<file path="config.mk">
export PLATFORM = sky130hd
export DESIGN_NAME = rxu_top
export DESIGN_NICKNAME = d
export VERILOG_FILES = /design/src/rtl/rxu_pkg.sv /design/src/rtl/rxu_nz.sv /design/src/rtl/rxu_regfile.sv /design/src/rtl/rxu_exec.sv /design/src/rtl/rxu_top.sv
export SDC_FILE = /design/constraint.sdc
export NUM_CORES = 1
export LEC_CHECK = 0
export CAP_MARGIN = 20
export CORE_MARGIN = 3
export CORE_UTILIZATION = 45
export CTS_BUF_LIST = sky130_fd_sc_hd__clkbuf_8 sky130_fd_sc_hd__clkbuf_16
export DETAILED_ROUTE_END_ITERATION = 8
export GPL_TIMING_DRIVEN = 0
export PLACE_DENSITY = 0.77
export SLEW_MARGIN = 0
export SYNTH_ARGS = -nofsm -noshare
export SYNTH_HDL_FRONTEND = slang
export SYNTH_SLANG_ARGS = --single-unit
</file>
<file path="constraint.sdc">
create_clock -name clk -period 4.2 [get_ports clk]
set_input_delay 0.63 -clock clk [delete_from_list [all_inputs] [get_ports clk]]
set_output_delay 0.63 -clock clk [all_outputs]
set_load 0.02 [all_outputs]
</file>
<file path="src/rtl/rxu_pkg.sv">
package rxu_pkg;

   localparam int OPW   = 4;
   localparam int SELW  = 3;
   localparam int NREG  = 5;

   localparam int RI_A = 0;
   localparam int RI_X = 1;
   localparam int RI_Y = 2;
   localparam int RI_S = 3;
   localparam int RI_D = 4;
   localparam int SEL_FLAGS = 5;

   typedef enum logic [OPW-1:0] {
      OP_NOP  = 4'd0,
      OP_A2X  = 4'd1,
      OP_A2Y  = 4'd2,
      OP_A2D  = 4'd3,
      OP_A2S  = 4'd4,
      OP_D2A  = 4'd5,
      OP_S2A  = 4'd6,
      OP_S2X  = 4'd7,
      OP_X2A  = 4'd8,
      OP_X2S  = 4'd9,
      OP_X2Y  = 4'd10,
      OP_Y2A  = 4'd11,
      OP_Y2X  = 4'd12,
      OP_SWAP = 4'd13,
      OP_XCE  = 4'd14,
      OP_LOAD = 4'd15
   } rxu_op_e;

   typedef struct packed {
      logic e;
      logic m;
      logic x;
      logic c;
      logic n;
      logic z;
   } rxu_flags_t;

endpackage

</file>
<file path="src/rtl/rxu_nz.sv">
module rxu_nz #(
   parameter int W = 16,
   parameter int B = 8
) (
   input  logic [W-1:0] val,
   input  logic         wide,
   output logic         n,
   output logic         z
);

   always_comb begin
      if (wide) begin
         n = val[W-1];
         z = (val == '0);
      end else begin
         n = val[B-1];
         z = (val[B-1:0] == '0);
      end
   end

endmodule

</file>
<file path="src/rtl/rxu_regfile.sv">
module rxu_regfile
   import rxu_pkg::*;
#(
   parameter int W        = 16,
   parameter int B        = 8,
   parameter int NB       = W / B,
   parameter int STK_PAGE = 1
) (
   input  logic                      clk,
   input  logic                      rst_n,
   input  logic [NREG-1:0]           dst,
   input  logic [NB-1:0]             lane,
   input  logic [W-1:0]              wdata,
   output logic [NREG-1:0][W-1:0]    q
);

   for (genvar r = 0; r < NREG; r++) begin : g_reg
      for (genvar l = 0; l < NB; l++) begin : g_lane
         localparam logic [B-1:0] RST_V =
            (r == RI_S) ? ((l == NB-1) ? B'(STK_PAGE) : {B{1'b1}}) : '0;
         logic [B-1:0] byte_q;

         always_ff @(posedge clk or negedge rst_n) begin
            if (!rst_n) begin
               byte_q <= RST_V;
            end else if (dst[r] && lane[l]) begin
               byte_q <= wdata[l*B +: B];
            end
         end

         assign q[r][l*B +: B] = byte_q;
      end
   end

endmodule

</file>
<file path="src/rtl/rxu_exec.sv">
module rxu_exec
   import rxu_pkg::*;
#(
   parameter int W        = 16,
   parameter int B        = 8,
   parameter int NB       = W / B,
   parameter int STK_PAGE = 1,
   parameter int CW       = 2,
   parameter int CYC_XFER = 2,
   parameter int CYC_SWAP = 3,
   parameter int CYC_LOAD = 1
) (
   input  logic              cmd_valid,
   input  logic [OPW-1:0]    cmd_op,
   input  logic [SELW-1:0]   cmd_sel,
   input  logic [W-1:0]      cmd_data,
   input  logic [W-1:0]      a_q,
   input  logic [W-1:0]      x_q,
   input  logic [W-1:0]      y_q,
   input  logic [W-1:0]      s_q,
   input  logic [W-1:0]      d_q,
   input  rxu_flags_t        fl_q,
   output logic [NREG-1:0]   dst,
   output logic [NB-1:0]     lane,
   output logic [W-1:0]      wdata,
   output rxu_flags_t        fl_d,
   output logic [CW-1:0]     cyc
);

   localparam logic [B-1:0]  STK      = B'(STK_PAGE);
   localparam logic [NB-1:0] LANE_LO  = NB'(1);
   localparam logic [NB-1:0] LANE_HI  = ~LANE_LO;
   localparam logic [NB-1:0] LANE_ALL = '1;

   logic [W-1:0] nz_src;
   logic         nz_wide;
   logic         nz_upd;
   logic         nz_n;
   logic         nz_z;
   rxu_flags_t   fb;

   always_comb begin
      dst     = '0;
      lane    = '0;
      wdata   = '0;
      nz_src  = '0;
      nz_wide = 1'b0;
      nz_upd  = 1'b0;
      fb      = fl_q;
      cyc     = CW'(CYC_XFER);
      if (cmd_valid) begin
         case (cmd_op)
            OP_A2X, OP_S2X, OP_Y2X: begin
               dst[RI_X] = 1'b1;
               wdata     = (cmd_op == OP_A2X) ? a_q :
                           (cmd_op == OP_S2X) ? s_q : y_q;
               lane      = fl_q.x ? LANE_LO : LANE_ALL;
               nz_src    = wdata;
               nz_wide   = !fl_q.x;
               nz_upd    = 1'b1;
            end
            OP_A2Y, OP_X2Y: begin
               dst[RI_Y] = 1'b1;
               wdata     = (cmd_op == OP_A2Y) ? a_q : x_q;
               lane      = fl_q.x ? LANE_LO : LANE_ALL;
               nz_src    = wdata;
               nz_wide   = !fl_q.x;
               nz_upd    = 1'b1;
            end
            OP_X2A, OP_Y2A: begin
               dst[RI_A] = 1'b1;
               wdata     = (cmd_op == OP_X2A) ? x_q : y_q;
               if (fl_q.m) begin
                  lane    = LANE_LO;
                  nz_wide = 1'b0;
               end else begin
                  lane    = LANE_ALL;
                  nz_wide = 1'b1;
                  if (fl_q.x) begin
                     wdata[W-1:B] = '0;
                  end
               end
               nz_src = wdata;
               nz_upd = 1'b1;
            end
            OP_A2D, OP_D2A, OP_S2A: begin
               if (cmd_op == OP_A2D) begin
                  dst[RI_D] = 1'b1;
                  wdata     = a_q;
               end else begin
                  dst[RI_A] = 1'b1;
                  wdata     = (cmd_op == OP_D2A) ? d_q : s_q;
               end
               lane    = LANE_ALL;
               nz_src  = wdata;
               nz_wide = 1'b1;
               nz_upd  = 1'b1;
            end
            OP_A2S: begin
               dst[RI_S] = 1'b1;
               lane      = LANE_ALL;
               wdata     = a_q;
            end
            OP_X2S: begin
               dst[RI_S] = 1'b1;
               lane      = LANE_ALL;
               wdata     = fl_q.x ? {STK, x_q[B-1:0]} : x_q;
            end
            OP_SWAP: begin
               dst[RI_A] = 1'b1;
               lane      = LANE_ALL;
               wdata     = {a_q[B-1:0], a_q[W-1:B]};
               nz_src    = wdata;
               nz_wide   = 1'b0;
               nz_upd    = 1'b1;
               cyc       = CW'(CYC_SWAP);
            end
            OP_XCE: begin
               fb.e = fl_q.c;
               fb.c = fl_q.e;
               if (fl_q.c) begin
                  fb.m      = 1'b1;
                  fb.x      = 1'b1;
                  dst[RI_S] = 1'b1;
                  lane      = LANE_HI;
                  wdata     = {STK, {B{1'b0}}};
               end
            end
            OP_LOAD: begin
               cyc = CW'(CYC_LOAD);
               if (int'(cmd_sel) < NREG) begin
                  dst   = NREG'(1) << cmd_sel;
                  lane  = LANE_ALL;
                  wdata = cmd_data;
               end else if (int'(cmd_sel) == SEL_FLAGS) begin
                  fb.c = cmd_data[0];
                  fb.z = cmd_data[1];
                  fb.x = cmd_data[4] | fl_q.e;
                  fb.m = cmd_data[5] | fl_q.e;
                  fb.n = cmd_data[7];
               end
            end
            default: begin
            end
         endcase
         if (dst[RI_S] && fb.e) begin
            wdata[W-1:B] = STK;
         end
      end
   end

   rxu_nz #(.W(W), .B(B)) u_nz (
      .val  (nz_src),
      .wide (nz_wide),
      .n    (nz_n),
      .z    (nz_z)
   );

   always_comb begin
      fl_d = fb;
      if (nz_upd) begin
         fl_d.n = nz_n;
         fl_d.z = nz_z;
      end
   end

endmodule

</file>
<file path="src/rtl/rxu_top.sv">
module rxu_top
   import rxu_pkg::*;
#(
   parameter int W        = 16,
   parameter int B        = 8,
   parameter int STK_PAGE = 1,
   parameter int CYC_XFER = 2,
   parameter int CYC_SWAP = 3,
   parameter int CYC_LOAD = 1,
   parameter int NB       = W / B,
   parameter int CMAX     = (CYC_SWAP > CYC_XFER) ?
                            ((CYC_SWAP > CYC_LOAD) ? CYC_SWAP : CYC_LOAD) :
                            ((CYC_XFER > CYC_LOAD) ? CYC_XFER : CYC_LOAD),
   parameter int CW       = $clog2(CMAX + 1)
) (
   input  logic              clk,
   input  logic              rst_n,
   input  logic              cmd_valid,
   input  logic [OPW-1:0]    cmd_op,
   input  logic [SELW-1:0]   cmd_sel,
   input  logic [W-1:0]      cmd_data,
   output logic              rsp_valid,
   output logic [CW-1:0]     rsp_cycles,
   output logic [W-1:0]      obs_a,
   output logic [W-1:0]      obs_x,
   output logic [W-1:0]      obs_y,
   output logic [W-1:0]      obs_s,
   output logic [W-1:0]      obs_d,
   output logic              flag_e,
   output logic              flag_m,
   output logic              flag_x,
   output logic              flag_c,
   output logic              flag_n,
   output logic              flag_z
);

   if (W != 2 * B) begin : g_bad_width
      $error("rxu_top: W must be exactly two bytes of B bits");
   end
   if (B < 8) begin : g_bad_byte
      $error("rxu_top: B must be at least 8 for the status load layout");
   end
   if (STK_PAGE < 0 || STK_PAGE >= (1 << B)) begin : g_bad_page
      $error("rxu_top: STK_PAGE does not fit in one byte");
   end
   if (CYC_XFER < 1 || CYC_SWAP < 1 || CYC_LOAD < 1) begin : g_bad_cyc
      $error("rxu_top: cycle costs must be positive");
   end

   logic [NREG-1:0][W-1:0] rq;
   logic [NREG-1:0]        dst;
   logic [NB-1:0]          lane;
   logic [W-1:0]           wdata;
   rxu_flags_t             fl_q;
   rxu_flags_t             fl_d;
   logic [CW-1:0]          cyc;

   rxu_exec #(
      .W(W), .B(B), .NB(NB), .STK_PAGE(STK_PAGE), .CW(CW),
      .CYC_XFER(CYC_XFER), .CYC_SWAP(CYC_SWAP), .CYC_LOAD(CYC_LOAD)
   ) u_exec (
      .cmd_valid (cmd_valid),
      .cmd_op    (cmd_op),
      .cmd_sel   (cmd_sel),
      .cmd_data  (cmd_data),
      .a_q       (rq[RI_A]),
      .x_q       (rq[RI_X]),
      .y_q       (rq[RI_Y]),
      .s_q       (rq[RI_S]),
      .d_q       (rq[RI_D]),
      .fl_q      (fl_q),
      .dst       (dst),
      .lane      (lane),
      .wdata     (wdata),
      .fl_d      (fl_d),
      .cyc       (cyc)
   );

   rxu_regfile #(
      .W(W), .B(B), .NB(NB), .STK_PAGE(STK_PAGE)
   ) u_rf (
      .clk   (clk),
      .rst_n (rst_n),
      .dst   (dst),
      .lane  (lane),
      .wdata (wdata),
      .q     (rq)
   );

   always_ff @(posedge clk or negedge rst_n) begin
      if (!rst_n) begin
         fl_q       <= '{e: 1'b1, m: 1'b1, x: 1'b1, c: 1'b0, n: 1'b0, z: 1'b0};
         rsp_valid  <= 1'b0;
         rsp_cycles <= '0;
      end else begin
         fl_q       <= fl_d;
         rsp_valid  <= cmd_valid;
         rsp_cycles <= cmd_valid ? cyc : '0;
      end
   end

   assign obs_a  = rq[RI_A];
   assign obs_x  = rq[RI_X];
   assign obs_y  = rq[RI_Y];
   assign obs_s  = rq[RI_S];
   assign obs_d  = rq[RI_D];
   assign flag_e = fl_q.e;
   assign flag_m = fl_q.m;
   assign flag_x = fl_q.x;
   assign flag_c = fl_q.c;
   assign flag_n = fl_q.n;
   assign flag_z = fl_q.z;

endmodule

</file>
==> flow_summary.json <==
{
  "final_common_cell": "clkdlybuf4s50_1",
  "crit_path_end_kind": "flop",
  "io_buffer_count": 112,
  "die_y_microns": 116,
  "path_class": "in -> reg",
  "synth_top_area_share_pct": 35.4,
  "cts_buffers": 9,
  "synth_area_leaders": "dfrtp_1 (35%), mux2_2 (10%), nand2_1 (7.4%), dfstp_2 (5.8%), a22oi_1 (4.4%)",
  "ctsResizeCount": 0,
  "synth_cells": 598,
  "synth_nets": 624,
  "critPathRequiredTime_ns": 4.48,
  "vias": 5817,
  "ioPinCount": 115,
  "yosys_warnings": 0,
  "dpl.hpwl_microns": 15000,
  "critPathLaunchType": "primary input",
  "final_cell_area_sq_um": 7090,
  "synthArstFlopShare_pct": 100,
  "drv_slew": 0,
  "synth_edf_count": 0,
  "leakage_nw": 2.74,
  "status": "finished clean",
  "cp_max_fo": 10,
  "yosys_most_used_dff": "dfrtp_1",
  "grt_setup_unrepaired": "no",
  "clock_skew_ns": 0.0111,
  "postCtsSetupBuffers": 0,
  "synth.avg_cell_area_sq_um": 9.09,
  "layout_setup_ws_ns": 0.472,
  "rrSetupSlack_ns": 1.18,
  "ir_drop_mv": 0.219,
  "fin_crit_ns": 3.73,
  "clk_pin_slew_worst_paths_ns": 0.07,
  "grtUsageTotal_pct": 30.9,
  "crit_arrival_ns": 4.01,
  "drt-pass1-iter-count": 6,
  "route.detailed.drc": 0,
  "coreArea_sq_um": 11600,
  "cts_root_buffer": "clkbuf_16",
  "cts.sinks": 89,
  "drv_cap": 0,
  "ys_seq_elements": 89,
  "dieWidth_microns": 116,
  "antenna_found_initial": 0,
  "reg2reg_to": "u_rf.g_reg[2].g_lane[1].byte_q[0]",
  "period_share_pct": 88.8,
  "htree_levels": 3,
  "ys_types": 54,
  "cts_tree": "yes",
  "final_cell_mix": "clkdlybuf4s50_1 (111), nand2_1 (107), dfrtp_1 (77)",
  "finalSetupViolations": 0,
  "fin_util_pct": 61.0,
  "wl_per_cell_microns": 24.1,
  "dpl-instance-area_sq_um": 6770,
  "worstRegToRegCells": 8,
  "slew_headroom_pct": 32.1,
  "clock_latency_ns": 0.35,
  "antenna_left": 0,
  "dieArea_sq_um": 13400,
  "hold_buffers": 0,
  "holdWs_ns": 0.272,
  "powerDensity_nw_per_um2": 349,
  "grt_start_max_net_pins": 50,
  "antenna_cells": 0,
  "initial_core_util_pct": 46.8,
  "r2r-start": "flag_x",
  "first_global_vias": 5642,
  "routed_via_density": 6.67,
  "pre_cts_ws_ns": 0.243,
  "drive_gt1_share_pct": 16.2,
  "overflow": 0,
  "hold_violations": 0,
  "rows": 39,
  "nNetsFinal": 750,
  "area_growth_pct": 30.3,
  "drtIter0Drc": 810,
  "finalWirelength_microns": 21000,
  "grt_first_pass_wirelength_microns": 31700,
  "netlist_area_sq_um": 5440,
  "seq_area_frac_synth_pct": 41.2,
  "setup-tns-final_ns": 0,
  "tightest_slew_ns": 1.02,
  "gp_congestion": 0.947,
  "fmax_ghz": 0.268,
  "synth_area_leader_cell": "dfrtp_1",
  "hp-class": "in -> async",
  "cts_buffer_depth": 2
}
==> through the flow <==
step	total power, W	instances
6_report	0.00248	872
5_1_grt	0.00255	872
4_1_cts	0.00246	871
3_5_place_dp	0.00162	855
3_3_place_gp	0.00160	853
2_1_floorplan	0.00132	598
==> state kept, by name, summed over array words and instances, names as in the netlist <==
name / count
flag_z: 1
flag_c: 1
rsp_cycles: 2
flag_e: 1
rsp_valid: 1
flag_n: 1
u_rf.g.g_lane.byte_q: 80
flag_x: 1
flag_m: 1
==> routing by layer <==
metal	track usage [%]	routed length [microns]
met5	0	0
met4	11.7	772
met3	5.17	2320
met2	48.3	9470
met1	43.3	8470
==> critical path, stage by stage <==
cell	delay, ns
clkdlybuf4s50_1	0.47
buf_2	0.21
nand2b_1	0.15
buf_2	0.19
buf_1	0.30
nor2_1	0.64
clkbuf_1	0.58
a22oi_1	0.19
a31oi_1	0.40
mux2_2	0.24
==> area by class of cell <==
| class | count | area [sq um] |
|---|---|---|
| clock inverters | 5 | 62.6 |
| repair buffers | 115 | 1150 |
| flip-flops and latches | 89 | 2240 |
| inverters | 4 | 15.0 |
| multi-input cells | 457 | 2950 |
| fillers | 1034 | 4530 |
| well taps | 143 | 179 |
| clock buffers | 11 | 253 |
| plain buffers | 48 | 230 |
==> cells by family (layout without fill, tap and decap cells) <==
family,count (synthesis),after routing,synth area share (%)
compound gates,199,199,26.0
xor+xnor,1,1,0.161
buf+inv,52,183,4.51
flops,89,89,41.2
mux,53,53,10.9
simple gates,204,204,17.2
==> Yosys cell counts (12+ instances only) <==
cell	instances
a21oi_1	32
o21ai_0	36
nor2_1	33
buf_2	19
a22oi_1	32
o22ai_1	16
a31oi_1	16
clkbuf_1	23
dfrtp_1	77
dfstp_2	12
nor2b_1	21
nand2_1	107
mux2_2	49
==> power by group <==
group,internal [W],switching [W]
combinational,0.000254,0.000322
sequential,0.000936,0.000105
clock,0.000497,0.000361
==> worst max-delay path by stage <==
stage / start / cells after the start / slack, ns / end
final: cmd_op[3] / 10 / 0.47 / u_rf.g_reg[3].g_lane[1].byte_q[4]
after global routing: cmd_op[3] / 9 / 0.29 / u_rf.g_reg[4].g_lane[1].byte_q[7]
after CTS: cmd_op[3] / 9 / 0.58 / u_rf.g_reg[4].g_lane[1].byte_q[5]
after detailed placement: cmd_op[3] / 9 / 0.24 / u_rf.g_reg[4].g_lane[1].byte_q[3]
after global placement: rst_n / 1 / -0.56 / u_rf.g_reg[1].g_lane[1].byte_q[0]
after floorplan: cmd_op[0] / 10 / 1.46 / flag_z
No activity file was read; power rests on OpenSTA's default activity.
